<file path="src/rtl/rq_pkg.sv">
package rq_pkg;
  typedef struct packed {
    logic clear;  // enable deasserted: hold integrator cleared
    logic incr;   // fast tick with input high
    logic decr;   // slow tick with input low
  } rqStrobe_t;
endpackage

</file>
<file path="src/rtl/rq_ctrl.sv">
module rq_ctrl
  import rq_pkg::*;
#(
  parameter int TICK_DIV    = 312500,
  parameter int SYNC_STAGES = 2
) (
  input  logic      clk,
  input  logic      rstN,
  input  logic      enable,
  input  logic      ringAboveThr,
  output rqStrobe_t strobe
);
  localparam int PW = (TICK_DIV > 1) ? $clog2(TICK_DIV) : 1;
  localparam logic [PW-1:0] LAST = PW'(TICK_DIV - 1);

  logic [SYNC_STAGES-1:0] syncQ;
  logic [PW-1:0]          preCnt;
  logic                   halfPhase;
  logic                   fastTick;
  logic                   slowTick;
  logic                   levelHigh;

  // synchronizer chain, one flop per stage
  generate
    for (genvar g = 0; g < SYNC_STAGES; g++) begin : g_sync
      always_ff @(posedge clk or negedge rstN) begin
        if (!rstN)          syncQ[g] <= 1'b0;
        else if (g == 0)    syncQ[g] <= ringAboveThr;
        else                syncQ[g] <= syncQ[(g == 0) ? 0 : g-1];
      end
    end
  endgenerate

  assign levelHigh = syncQ[SYNC_STAGES-1];

  // single prescaler chain: fast tick, slow tick every other fast tick
  always_ff @(posedge clk or negedge rstN) begin
    if (!rstN) begin
      preCnt    <= '0;
      halfPhase <= 1'b0;
    end else if (!enable) begin
      preCnt    <= '0;
      halfPhase <= 1'b0;
    end else begin
      preCnt <= fastTick ? '0 : preCnt + 1'b1;
      if (fastTick) halfPhase <= ~halfPhase;
    end
  end

  assign fastTick = enable && (preCnt == LAST);
  assign slowTick = fastTick && halfPhase;

  always_comb begin
    strobe.clear = !enable;
    strobe.incr  = fastTick && levelHigh;
    strobe.decr  = slowTick && !levelHigh;
  end

  // never step both ways at once
  a_r2_one_direction: assert property (@(posedge clk) disable iff (!rstN)
    $onehot0({strobe.clear, strobe.incr, strobe.decr}));

  // a count-up needs the input high two edges earlier
  a_r9_sync_delay: assert property (@(posedge clk) disable iff (!rstN)
    strobe.incr |-> $past(ringAboveThr, 2));

  // two slow-tick decrements are never on adjacent fast ticks
  a_r2_half_rate: assert property (@(posedge clk) disable iff (!rstN)
    strobe.decr |=> !strobe.decr);
endmodule

</file>
<file path="src/rtl/rq_count.sv">
module rq_count
  import rq_pkg::*;
#(
  parameter int CNT_W      = 6,
  parameter int QUAL_LEVEL = 48,
  parameter int DROP_LEVEL = 32
) (
  input  logic      clk,
  input  logic      rstN,
  input  rqStrobe_t strobe,
  output logic      qualified
);
  localparam logic [CNT_W-1:0] CNT_MAX = {CNT_W{1'b1}};
  localparam logic [CNT_W-1:0] QUAL_C  = CNT_W'(QUAL_LEVEL);
  localparam logic [CNT_W-1:0] DROP_C  = CNT_W'(DROP_LEVEL);

  logic [CNT_W-1:0] cntQ, cntNext;
  logic             qualNext;

  always_comb begin
    cntNext = cntQ;
    if (strobe.clear)                          cntNext = '0;
    else if (strobe.incr && cntQ != CNT_MAX)   cntNext = cntQ + 1'b1;
    else if (strobe.decr && cntQ != '0)        cntNext = cntQ - 1'b1;

    qualNext = qualified;
    if (strobe.clear)            qualNext = 1'b0;
    else if (cntNext >= QUAL_C)  qualNext = 1'b1;
    else if (cntNext <= DROP_C)  qualNext = 1'b0;
  end

  always_ff @(posedge clk or negedge rstN) begin
    if (!rstN) begin
      cntQ      <= '0;
      qualified <= 1'b0;
    end else begin
      cntQ      <= cntNext;
      qualified <= qualNext;
    end
  end

  a_r5_no_overflow: assert property (@(posedge clk) disable iff (!rstN)
    (cntQ == CNT_MAX && !strobe.clear && !strobe.decr) |=> cntQ == CNT_MAX);

  a_r6_no_underflow: assert property (@(posedge clk) disable iff (!rstN)
    (cntQ == '0 && !strobe.incr) |=> cntQ == '0);

  a_r3_qualify_point: assert property (@(posedge clk) disable iff (!rstN)
    $rose(qualified) |-> cntQ == QUAL_C);

  a_r4_drop_point: assert property (@(posedge clk) disable iff (!rstN)
    $fell(qualified) |-> (cntQ == DROP_C || cntQ == '0));

  a_r7_clear_hold: assert property (@(posedge clk) disable iff (!rstN)
    strobe.clear |=> (cntQ == '0 && !qualified));
endmodule

</file>
<file path="src/rtl/ring_qualifier.sv">
module ring_qualifier
  import rq_pkg::*;
#(
  parameter int TICK_DIV   = 312500,
  parameter int CNT_W      = 6,
  parameter int QUAL_LEVEL = 48,
  parameter int DROP_LEVEL = 32
) (
  input  logic clk,
  input  logic rstN,
  input  logic enable,
  input  logic ringAboveThr,
  output logic ringDetN
);
  rqStrobe_t strobe;
  logic      qualified;

  rq_ctrl #(.TICK_DIV(TICK_DIV), .SYNC_STAGES(2)) i_ctrl (
    .clk(clk), .rstN(rstN), .enable(enable),
    .ringAboveThr(ringAboveThr), .strobe(strobe)
  );

  rq_count #(.CNT_W(CNT_W), .QUAL_LEVEL(QUAL_LEVEL), .DROP_LEVEL(DROP_LEVEL)) i_count (
    .clk(clk), .rstN(rstN), .strobe(strobe), .qualified(qualified)
  );

  assign ringDetN = ~qualified;

  // output high whenever disabled for a cycle
  a_r10_idle_high: assert property (@(posedge clk) disable iff (!rstN)
    !enable |=> ringDetN);
endmodule

</file>
<file path="config.mk">
export PLATFORM = sky130hd
export DESIGN_NAME = ring_qualifier
export DESIGN_NICKNAME = d
export VERILOG_FILES = /design/src/rtl/rq_pkg.sv /design/src/rtl/rq_ctrl.sv /design/src/rtl/rq_count.sv /design/src/rtl/ring_qualifier.sv
export SDC_FILE = /design/constraint.sdc
export NUM_CORES = 1
export LEC_CHECK = 0
export ABC_AREA = 1
export ABC_CLOCK_PERIOD_IN_PS = 1600
export BUFFER_PORTS_ARGS = -buffer_cell sky130_fd_sc_hd__buf_2
export CAP_MARGIN = 20
export CORE_MARGIN = 2
export CORE_UTILIZATION = 55
export CTS_CLUSTER_SIZE = 16
export DETAILED_ROUTE_END_ITERATION = 12
export PLACE_DENSITY = 0.86
export REMOVE_ABC_BUFFERS = 1
export SLEW_MARGIN = 20
export SYNTH_ARGS = -nofsm -noshare
export SYNTH_HDL_FRONTEND = slang
export SYNTH_SLANG_ARGS = --single-unit
</file>
<file path="constraint.sdc">
create_clock -name clk -period 1.6 [get_ports clk]
set_input_delay 0.16 -clock clk [delete_from_list [all_inputs] [get_ports clk]]
set_output_delay 0.16 -clock clk [all_outputs]
set_load 0.02 [all_outputs]
</file>
Word-level counts from Yosys, hierarchy flattened

Cells that the tools add are included.

Bitwise operators: 2
Add/subtract/negate cells: 3
Reduce and logical (&&, ||, !) cells: 8
Multiplexer cells: 10
Magnitude comparators: 2
Equal/unequal tests: 4

Operators by type and width:

| cell                                                                | number |
|---|---|
| 19-bit two-way mux                                                  | 2 |
| 19-bit by 1-bit adder with 19-bit output (second input constant)    | 1 |
| 19-bit equality test (second input constant)                        | 1 |
| 6-bit two-way mux                                                   | 3 |
| 6-bit by 1-bit adder with 6-bit output (second input constant)      | 1 |
| 6-bit greater-or-equal comparator (second input constant)           | 1 |
| 6-bit less-or-equal comparator (second input constant)              | 1 |
| 1-bit logical AND                                                   | 6 |
| 6-bit != test (second input constant)                               | 1 |
| 6-bit nonzero test                                                  | 1 |
| 6-bit by 1-bit subtractor with 6-bit output (second input constant) | 1 |
| 1-bit two-way mux                                                   | 5 |
| 3-bit by 1-bit != test with 1-bit output (second input constant)    | 1 |
| 2-bit by 1-bit != test with 1-bit output (second input constant)    | 1 |
| 1-bit inverter                                                      | 2 |
| 1-bit logical NOT                                                   | 1 |

Word-level logic and storage cells: 35
Bits in registers: 29
Bits of input ports: 4

Longest topological paths before layout

Gate-level depths: netlist (run 1).

Word-level depth: 12
Gate-level depth with buffers: 16

Hierarchy

A second synthesis (run 1) with hierarchy kept.

Cell total of the unflattened synthesis: 254
Area total of the unflattened synthesis: 1,920.6 µm²

By module, submodules not included:

| module         | cells each | area an instance (µm²) | instances |
|---|---|---|---|
| rq_ctrl        | 160        | 1,262.5                | 1 |
| rq_count       | 93         | 654.4                  | 1 |
| ring_qualifier | 1          | 3.8                    | 1 |

Worst setup path before layout (run 1)

Ideal clock, no wire load.

Path kind: reg-to-reg
From: register i_ctrl.preCnt[0]
To: register i_count.cntQ[5]
Path buffers: 0
Clock period less this slack: 1.799 ns
Path slack: -0.199 ns
Stages on the path, launching flop included: 14
Arrival: 1.684 ns
Data required time: 1.485 ns
Library setup time: 0.115 ns
Cells stage by stage: dfrtp_1 ha_1 nand2_1 nor2_1 nand2_1 nor2_4 nand4_4 inv_2 nand2_1 nand2_1 nor2_1 or2_1 nand3_2 inv_1

Word-level cells in the longest chain between the ends: 8
Elaborated cells on any way between the ends: 10

Ends and longest elaborated chain:

| element                | RTL line       | RTL |
|---|---|---|
| from (decl)            | rq_ctrl.sv:17  | `logic [PW-1:0] preCnt;` |
| from (signal assigned) | rq_ctrl.sv:45  | `preCnt <= fastTick ? '0 : preCnt + 1'b1;` |
| 19-bit equality test * | rq_ctrl.sv:50  | `assign fastTick = enable && (preCnt == LAST);` |
| 1-bit logical AND *    | rq_ctrl.sv:50  |  |
| 1-bit logical AND      | rq_ctrl.sv:51  | `assign slowTick = fastTick && halfPhase;` |
| 1-bit logical AND      | rq_ctrl.sv:56  | `strobe.decr = slowTick && !levelHigh;` |
| 1-bit logical AND      | rq_count.sv:24 | `else if (strobe.decr && cntQ != '0) cntNext = cntQ - 1'b1;` |
| 6-bit two-way mux      | rq_count.sv:24 |  |
| 6-bit two-way mux *    | rq_count.sv:23 | `else if (strobe.incr && cntQ != CNT_MAX) cntNext = cntQ + 1'b1;` |
| 6-bit two-way mux *    | rq_count.sv:22 | `if (strobe.clear) cntNext = '0;` |
| net i_count.cntNext[5] | rq_count.sv:17 | `logic [CNT_W-1:0] cntQ, cntNext;` |
| to (signal assigned)   | rq_count.sv:37 | `cntQ <= cntNext;` |
| to (decl)              | rq_count.sv:17 |  |

The timed path passes the listed nets; every way through them passes the cells marked *.
A chain may end at the register's enable or synchronous reset.

Worst setup path in the final report (run 1)

From: register i_ctrl.preCnt[1]
To: register i_ctrl.preCnt[18]

Word-level cells in the longest chain between the ends: 4
Elaborated cells on any way between the ends: 5

Ends and longest elaborated chain:

| element                                                                                          | RTL line      | RTL |
|---|---|---|
| parallel branches: the longest is 2 deep, another holds 19-bit by 1-bit adder with 19-bit output | --            |  |
| 19-bit two-way mux *                                                                             | rq_ctrl.sv:45 |  |
| 19-bit two-way mux *                                                                             | rq_ctrl.sv:41 | `end else if (!enable) begin` |

Mark *: on every way between the ends.

==> key figures, run 1 <==
Synthesis
  • Post-synth ARST share: 100%
  • Top FF cell, synth: dfrtp_1
  • Synth cell types: 34
  • Yosys warnings: 0
  • Mean post-synth cell area: 7.75 um^2
  • Register area share after synthesis: 40.9%
  • Post-synthesis cell area: 1770 um^2
  • Synth Instances: 229
  • Post-synth EDFFs: 0
  • Flops & latches, synth: 29

Cells and area
  • Area grow syn2layout: 41.5%
  • Nets: 307
  • Commonest non-fill, non-tap cell in the layout: buf_4
  • Ant. Diodes: 0
  • Area of the multi-input gates: 1050 um^2
  • Fill cells: 174
  • Most frequent cells in the layout: 58 x buf_4, 39 x nand2_1, 37 x nor2_1
  • Post-layout util: 82.2%
  • Proportion of layout cells with a drive suffix above 1: 40.3%
  • Sequential cell area: 726 um^2
  • Final std cells w/o fill: 344

Die
  • Num rows: 20
  • Die X: 60.8 um
  • Core area: 3050 um^2
  • Initial Util: 58.1%
  • Die Span Y: 60.8 um
  • # IOs: 5
  • Full die area: 3700 um^2

Power
  • Final Power: 1.31 mW
  • Net Sw Power: 363 uW
  • Cell internal pwr: 950 uW
  • Cell leakage power: 1.24 nW
  • Clk network pwr share: 34.7%
  • Max IR drop VDD: 601 uV
  • Pwr/cell area: 523 nW/um^2
  • Power share of the combinational group: 7.9%
  • Flop pwr share: 57.4%
  • Switch share: 27.7%

STA
  • Fmax: 0.464 GHz
  • Fin crit share: 135%
  • Setup-failing EPs final: 25
  • RSZ-0062 raised after global routing: true
  • Slew Limit Headroom: 54.7%
  • Final worst setup slack: -0.555 ns
  • Tmin final: 2.15 ns
  • Final hold violation count: 0
  • Worst-Margin Slew: 0.680 ns
  • Max-slew violation count: 0
  • Setup TNS Final: -6.49 ns
  • Setup Skew: 0.0111 ns

Routing
  • Pre-antenna DRT Iters: 5
  • Number of remaining DRC errors: 0
  • DRT Wirelength: 6570 um
  • Vias per cell: 5.98
  • Iter 0 DRT Violations: 219
  • Antenna Violating Nets Remaining: 0
  • Avg WL per Cell: 19.1 um
  • Via count: 2056

Setup path
  • Crit start category: register
  • Worst reg-to-reg setup slack: -0.55 ns
  • Crit-path max FO: 4
  • Required @ worst endpoint: 1.87 ns
  • Critical path class: reg -> reg
  • Reg-to-reg endpoint: i_ctrl.preCnt[18]
  • R2R depth: 11
  • Reg-to-Reg Start: i_ctrl.preCnt[1]
  • CP Capture Type: register
  • CP arrival: 2.43 ns

GRT
  • Total gr overflow: 0
  • Largest net degree at the start of global routing: 30
  • Initial antenna violation count: 0
  • Global-route wire length before repair: 8310 um
  • GRT Total Usage: 31.7%
  • Vias in the first global route: 1927

Run status
  • Failing checks: negative setup slack
  • Outcome: complete, but fails checks

Place
  • Dpl cells: 321
  • Hpwl dp: 3150 um
  • GP Congestion: 0.891
  • Place WS: -0.317 ns
  • Port-buffer cells: 4

Hold path
  • Worst hold stages: 3
  • HP Class: in -> reg
  • Hold worst-path end: i_ctrl.halfPhase
  • HP Start: enable

Run
  • MaxCap Viol Count: 0

CTS
  • H-tree depth: 2
  • Sink Count: 29
  • Clock root cell: clkbuf_4
  • CTS Buffer Depth: 2
  • CTS tree: built
  • Worst skew pair latency: 0.34 ns
  • CTS Buf Count: 5
  • Clk slew on worst S/H paths: 0.11 ns
==> registers in the layout (all words and copies together) (netlist names) <==
signal             cells
i_ctrl.halfPhase       1
i_count.qualified      1
i_count.cntQ           6
i_ctrl.levelHigh       1
i_ctrl.preCnt         19
i_ctrl.syncQ           1
==> synth_stat cells (4+ instances only) <==
| master | instances | area [um^2] |
|---|---|---|
| nor3b_1 | 5 | 37.5 |
| inv_2 | 4 | 15.0 |
| nor2_1 | 40 | 150 |
| dfrtp_1 | 29 | 726 |
| nor2_2 | 5 | 31.3 |
| inv_1 | 30 | 113 |
| ha_1 | 4 | 50.1 |
| nand3_1 | 17 | 85.1 |
| nand4_1 | 5 | 31.3 |
| a21oi_1 | 4 | 20.0 |
| nand3_2 | 6 | 60.1 |
| nor3_1 | 6 | 30.0 |
| nand2_1 | 44 | 165 |
| xor2_1 | 5 | 43.8 |
==> per-stage QoR <==
step / instance area [um^2] / hold slack [ns]
floorplan: 1750 / -0.136
global placement: 2180 / 0.208
detailed placement: 2180 / 0.212
CTS: 2370 / 0.197
global route: 2510 / 0.251
finish: 2510 / 0.269
==> repair_timing <==
action,CTS,global route
gates resized for setup,13,23
setup buffers,8,5
hold buffers,2,0
hold endpoints to repair,30,0
gates cloned,1,0
endpoints found under the setup margin,15,19
pin swaps,16,5
==> layer usage <==
metal	track usage [%]	wire [um]	share of wire, %	vias to the layer above
met4	20.8	493	7.5	0
met2	57.5	3330	51	165
met1	31.6	2200	33	957
met5	0	0	0	-
met3	8.32	546	8.3	72
li1	-	-	-	862
==> area by class of cell <==
class / count / area share [%]
flip-flops and latches: 29 / 28.9
repair buffers: 66 / 19.8
multi-input cells: 162 / 41.7
inverters: 35 / 5.28
well taps: 44 / 2.19
clock buffers: 6 / 1.65
clock inverters: 2 / 0.399
==> power by group through the flow <==
stage | combinational (mW) | sequential, mW | clock [mW]
floorplan | 0.0243 | 0.762 | 0
global placement | 0.0694 | 0.762 | 0
detailed placement | 0.0716 | 0.762 | 0
CTS | 0.0802 | 0.751 | 0.435
global route | 0.110 | 0.754 | 0.486
finish | 0.104 | 0.753 | 0.456
==> kinds of logic after synthesis <==
logic type / count (synthesis) / share of synthesized area (%)
compound gates: 10 / 3.17
xor+xnor: 6 / 2.96
buf+inv: 39 / 9.03
fa+ha+maj: 4 / 2.82
simple gates: 141 / 41.1
flops: 29 / 40.9
==> worst max-delay path, stage by stage (launching register included) <==
cell	delay, ns
dfrtp_1	0.44
ha_4	0.19
nand3_2	0.11
nor2_4	0.13
nand2_2	0.09
nor2_4	0.14
nand2_2	0.10
nor2_4	0.16
nand3_4	0.11
nor4_4	0.26
a21oi_1	0.18
nor3_2	0.17
==> worst max-delay path by stage <==
stage	from	cells after the start	to	slack, ns
global placement	i_ctrl.preCnt[0]	13	i_count.qualified	-0.24
CTS	i_ctrl.preCnt[1]	12	i_count.qualified	-0.28
detailed placement	i_ctrl.preCnt[0]	12	i_count.qualified	-0.32
finish	i_ctrl.preCnt[1]	11	i_ctrl.preCnt[18]	-0.55
floorplan	i_ctrl.preCnt[0]	13	i_count.cntQ[5]	-0.20
global route	i_ctrl.preCnt[1]	12	i_count.qualified	-0.66
(Power assumes the default switching activity.)
==> run 2: changes to the inputs <==
--- a/config.mk
+++ b/config.mk
@@ -20,2 +20,3 @@
 export SYNTH_HDL_FRONTEND = slang
 export SYNTH_SLANG_ARGS = --single-unit
+export TNS_END_PERCENT = 5
==> constraint.sdc (replaced) <==
create_clock -name clk -period 1.6 [get_ports clk]
set_input_delay 0.32 -clock clk [delete_from_list [all_inputs] [get_ports clk]]
set_output_delay 0.32 -clock clk [all_outputs]
set_load 0.02 [all_outputs]
==> run 2 against run 1 <==
  * Via count down 15%
  * Critical path type unchanged
  * Clock power down 5.7%
  * Largest power group unchanged
  * The flow finishes with violations (negative hold slack, negative setup slack)
  * Highest routed layer unchanged
  * Combinational power down 23%
==> key figures, run 2 (synthesized netlist as in run 1, its figures left out) <==
STA
  • Slew Limit Headroom: 55.8%
  • Setup TNS Final: -3.08 ns
  • Worst-Margin Slew: 0.663 ns
  • Final hold violation count: 4
  • Fmax: 0.511 GHz
  • Tmin final: 1.96 ns
  • Setup-failing EPs final: 15
  • RSZ-0062 raised after global routing: true
  • Max-slew violation count: 0
  • Fin Hold WS: -0.00233 ns
  • Setup Skew: 0.00939 ns
  • Final worst setup slack: -0.359 ns
  • Fin crit share: 122%

Power
  • Flop pwr share: 59.5%
  • Power share of the combinational group: 6.4%
  • Pwr/cell area: 537 nW/um^2
  • Max IR drop VDD: 529 uV
  • Cell leakage power: 1.17 nW
  • Clk network pwr share: 34.1%
  • Final Power: 1.26 mW
  • Cell internal pwr: 938 uW
  • Switch share: 25.7%
  • Net Sw Power: 324 uW

Routing
  • Pre-antenna DRT Iters: 4
  • Iter 0 DRT Violations: 97
  • Number of remaining DRC errors: 0
  • Avg WL per Cell: 14.3 um
  • Antenna Violating Nets Remaining: 0
  • DRT Wirelength: 4750 um
  • Vias per cell: 5.24
  • Via count: 1746

Setup path
  • Reg-to-reg endpoint: i_count.cntQ[5]
  • Critical path class: reg -> reg
  • Crit-path max FO: 5
  • Required @ worst endpoint: 1.85 ns
  • End point of the critical path: i_count.cntQ[5]
  • Reg-to-Reg Start: i_ctrl.preCnt[0]
  • CP startpoint: i_ctrl.preCnt[0]
  • Worst reg-to-reg setup slack: -0.36 ns
  • CP arrival: 2.20 ns
  • Crit start category: register
  • CP Capture Type: register
  • R2R depth: 11

GRT
  • Vias in the first global route: 1779
  • GRT Total Usage: 27.8%
  • Initial antenna violation count: 0
  • Global-route wire length before repair: 7400 um
  • Largest net degree at the start of global routing: 30
  • Total gr overflow: 0

CTS
  • Worst skew pair latency: 0.34 ns
  • Sink Count: 29
  • CTS Buffer Depth: 2
  • CTS Buf Count: 5
  • H-tree depth: 2
  • CTS tree: built
  • Clock root cell: clkbuf_4
  • Clk slew on worst S/H paths: 0.09 ns

Cells and area
  • Regs by FF count: i_ctrl.preCnt: 19 flops, i_count.cntQ: 6 flops
  • Max FFs per register: 19
  • Proportion of layout cells with a drive suffix above 1: 35.6%
  • Ant. Diodes: 0
  • Biggest register: i_ctrl.preCnt
  • Post-layout util: 77.0%
  • Commonest non-fill, non-tap cell in the layout: buf_4
  • Area grow syn2layout: 32.6%
  • Most frequent cells in the layout: 49 x buf_4, 43 x nand2_1, 38 x nor2_1
  • Nets: 296

Die
  • # IOs: 5
  • Num rows: 20
  • Full die area: 3700 um^2
  • Die Span Y: 60.8 um
  • Die X: 60.8 um
  • Initial Util: 58.1%
  • Core area: 3050 um^2

Run
  • MaxCap Viol Count: 0

Run status
  • Outcome: complete, but fails checks
  • Failing checks: negative hold slack, negative setup slack

Place
  • Place WS: -0.317 ns
  • Hpwl dp: 3150 um
  • Port-buffer cells: 4
  • GP Congestion: 0.891

Hold path
  • HP Class: in -> async
-- run 2: area by class of cell --
cell class | instances | area (um^2)
multi-input cells | 162 | 977
well taps | 44 | 55.1
clock inverters | 2 | 10.0
inverters | 35 | 133
flip-flops and latches | 29 | 726
clock buffers | 6 | 41.3
fillers | 200 | 701
repair buffers | 55 | 410
-- run 2: worst max-delay path, stage by stage, from the launching register on --
cell	delay [ns]
dfrtp_1	0.41
ha_4	0.17
nand2_1	0.05
nor2_1	0.08
nand2_1	0.10
nor2_4	0.18
nand4_4	0.14
o21ai_0	0.28
nor2_2	0.09
or2_1	0.24
nand3_2	0.08
inv_1	0.04
-- run 2: worst min-delay path by stage --
stage                     slack, ns                end  cells after the start            start
after floorplan                0.02    i_count.cntQ[0]                      0             rstN
after global routing           0.05  i_ctrl.preCnt[10]                      1             rstN
after detailed placement       0.34   i_ctrl.levelHigh                      0  i_ctrl.syncQ[0]
after global placement         0.33   i_ctrl.levelHigh                      0  i_ctrl.syncQ[0]
final                        -0.002   i_ctrl.preCnt[6]                      1             rstN
after CTS                     0.006  i_ctrl.preCnt[11]                      1             rstN
-- run 2: through the flow --
| stage | cells | area (um^2) |
|---|---|---|
| 2_1_floorplan | 225 | 1750 |
| 3_5_place_dp | 321 | 2180 |
| 3_3_place_gp | 321 | 2180 |
| 6_report | 333 | 2350 |
| 4_1_cts | 331 | 2270 |
| 5_1_grt | 333 | 2350 |
-- run 2: repair_timing --
item	in CTS	in global routing
gates cloned	1	0
endpoints found under the hold margin	0	0
resized for setup	3	17
pin swaps	9	9
buffers inserted	1	2
setup endpoints to repair	15	17
hold buffers	0	0
-- run 2: routing by layer --
metal	track usage [%]	wire length, um	up-vias
li1	-	-	843
met1	28.6	1840	850
met2	52.4	2650	39
met3	6.82	149	14
met4	13.0	114	0
met5	0	0	-
-- run 2: power by group through the flow --
stage / combinational [mW] / sequential (mW) / clock (mW)
after floorplan: 0.0243 / 0.762 / 0
after global placement: 0.0694 / 0.762 / 0
after detailed placement: 0.0716 / 0.762 / 0
after CTS: 0.0756 / 0.751 / 0.435
after global routing: 0.0872 / 0.753 / 0.468
final: 0.0806 / 0.752 / 0.430
==> run 3: changes to the inputs <==
Settings changed: MAX_ROUTING_LAYER set to met4, TNS_END_PERCENT 5 to unset.
==> run 3 against run 2 <==
  * The flow still finishes with violations (negative hold slack, negative setup slack)
  * Fmax down 11%
  * Worst setup slack lost 0.24 ns
  * Wire length increased by 50%
  * Sequential cell count unchanged
  * Register-to-register slack lost 0.24 ns
  * Critical path depth rose by 2
  * Sequential power about the same
  * Sequential share of layout area fell by 3.6 points
  * Via count rose by 21%
==> key figures, run 3 (synthesized netlist as in run 1, its figures left out) <==
Die
  • # IOs: 5
  • Core area: 3050 um^2
  • Num rows: 20
  • Initial Util: 58.1%
  • Die Span Y: 60.8 um
  • Full die area: 3700 um^2
  • Die X: 60.8 um

CTS
  • Worst skew pair latency: 0.36 ns
  • CTS Buf Count: 5
  • CTS tree: built
  • Clk slew on worst S/H paths: 0.11 ns
  • Sink Count: 29
  • CTS Buffer Depth: 2
  • H-tree depth: 2
  • Clock root cell: clkbuf_4

STA
  • Fin crit share: 137%
  • Slew Limit Headroom: 54.5%
  • Setup Skew: 0.0156 ns
  • Worst-Margin Slew: 0.682 ns
  • RSZ-0062 raised after global routing: true
  • Fmax: 0.455 GHz
  • Final worst setup slack: -0.599 ns
  • Fin Hold WS: -0.0223 ns
  • Tmin final: 2.20 ns
  • Final hold violation count: 15
  • Max-slew violation count: 0
  • Setup-failing EPs final: 19

Place
  • Dpl cells: 321
  • Hpwl dp: 3130 um
  • Place WS: -0.329 ns
  • Port-buffer cells: 4
  • GP Congestion: 0.989

Run status
  • Outcome: complete, but fails checks
  • Failing checks: negative hold slack, negative setup slack

GRT
  • Vias in the first global route: 1894
  • Total gr overflow: 0
  • GRT Total Usage: 33.5%
  • Largest net degree at the start of global routing: 30
  • Initial antenna violation count: 0
  • Global-route wire length before repair: 8640 um

Routing
  • DRT Wirelength: 7120 um
  • Antenna Violating Nets Remaining: 0
  • Pre-antenna DRT Iters: 5
  • Iter 0 DRT Violations: 252
  • Vias per cell: 6.01
  • Via count: 2109
  • Number of remaining DRC errors: 0
  • Avg WL per Cell: 20.3 um

Power
  • Final Power: 1.53 mW
  • Max IR drop VDD: 534 uV
  • Cell leakage power: 1.33 nW
  • Pwr/cell area: 572 nW/um^2

Run
  • MaxCap Viol Count: 0

Cells and area
  • Most frequent cells in the layout: 60 x buf_4, 36 x nand2_1, 36 x nor2_1
  • Ant. Diodes: 0
  • Nets: 314
  • Max FFs per register: 19
  • Proportion of layout cells with a drive suffix above 1: 47.2%
  • Commonest non-fill, non-tap cell in the layout: buf_4
  • Final std cells w/o fill: 351
  • Post-layout util: 87.3%
  • Regs by FF count: i_ctrl.preCnt: 19 flops, i_count.cntQ: 6 flops
  • Biggest register: i_ctrl.preCnt
  • Area grow syn2layout: 50.3%

Setup path
  • CP arrival: 2.48 ns
  • Crit-path max FO: 4
  • CP Cell Sequence: ha_4 -> nand3_2 -> nor2_2 -> nand2_1 -> nor2_2 -> nand2_2 -> nor2_4 -> nand2_1 -> nor2_1 -> nand3_1 -> nor2_1 -> nor2_1 -> nor3_1
  • Largest stage delay on the critical path: 0.42 ns
  • Slowest cell on crit path: dfrtp_1
  • Critical path class: reg -> reg
  • CP most frequent cell: nor2_1
  • Required @ worst endpoint: 1.88 ns
  • CP Capture Type: register
  • Crit start category: register

Hold path
  • HP Class: in -> async
## run 3: power by group
part | total [mW] | internal, mW | switching, mW
combinational | 0.0969 | 0.0367 | 0.0602
clock | 0.675 | 0.373 | 0.302
sequential | 0.754 | 0.741 | 0.0124
## run 3: final timing paths
kind	from	end	slack (ns)	depth (start not counted)
min	rstN	i_ctrl.preCnt[16]	-0.02	1
max	i_ctrl.preCnt[1]	i_ctrl.preCnt[16]	-0.60	13
min in group clk	ringAboveThr	i_ctrl.syncQ[0]	0.07	1
max reg2reg	i_ctrl.preCnt[1]	i_ctrl.preCnt[16]	-0.60	13
min reg2reg	i_ctrl.syncQ[0]	i_ctrl.levelHigh	0.40	0
max in group asynchronous	rstN	i_ctrl.preCnt[2]	1.13	1
## run 3: critical path: cells and delay by family (launching register included)
family,cells,cell delay [ns]
adder cells (fa/ha/maj),1,0.19
flip-flops,1,0.42
AND/OR/NAND/NOR,12,1.51
## run 3: per-layer routing
layer,GRT usage [%],routed length (um),up-vias
met5,-,0,-
met4,18.6,516,0
met3,4.90,713,69
met2,56.2,3390,193
met1,38.2,2500,962
li1,-,-,885
## run 3: repair_timing
| action | in CTS | in global routing |
|---|---|---|
| resized for setup | 31 | 32 |
| buffers inserted | 16 | 11 |
| hold buffers | 0 | 0 |
| setup endpoints to repair | 16 | 19 |
| pin swaps | 30 | 30 |
| cloned | 1 | 0 |
## run 3: cell type report
class                           instances  area [um^2]
Tap cell                               44         55.1
Timing Repair Buffer                   73          572
Sequential cell                        29          727
Fill cell                             144          387
Inverter                               35          138
Clock buffer                            7         55.1
Clock inverter                          1         30.0
Multi-Input combinational cell        162         1090
## run 3: metrics by stage
step                setup TNS (ns)  area, um^2
floorplan                    -1.87        1750
global placement             -1.33        2180
detailed placement           -2.34        2180
CTS                          -3.52        2480
global route                 -7.67        2670
finish                       -6.21        2670
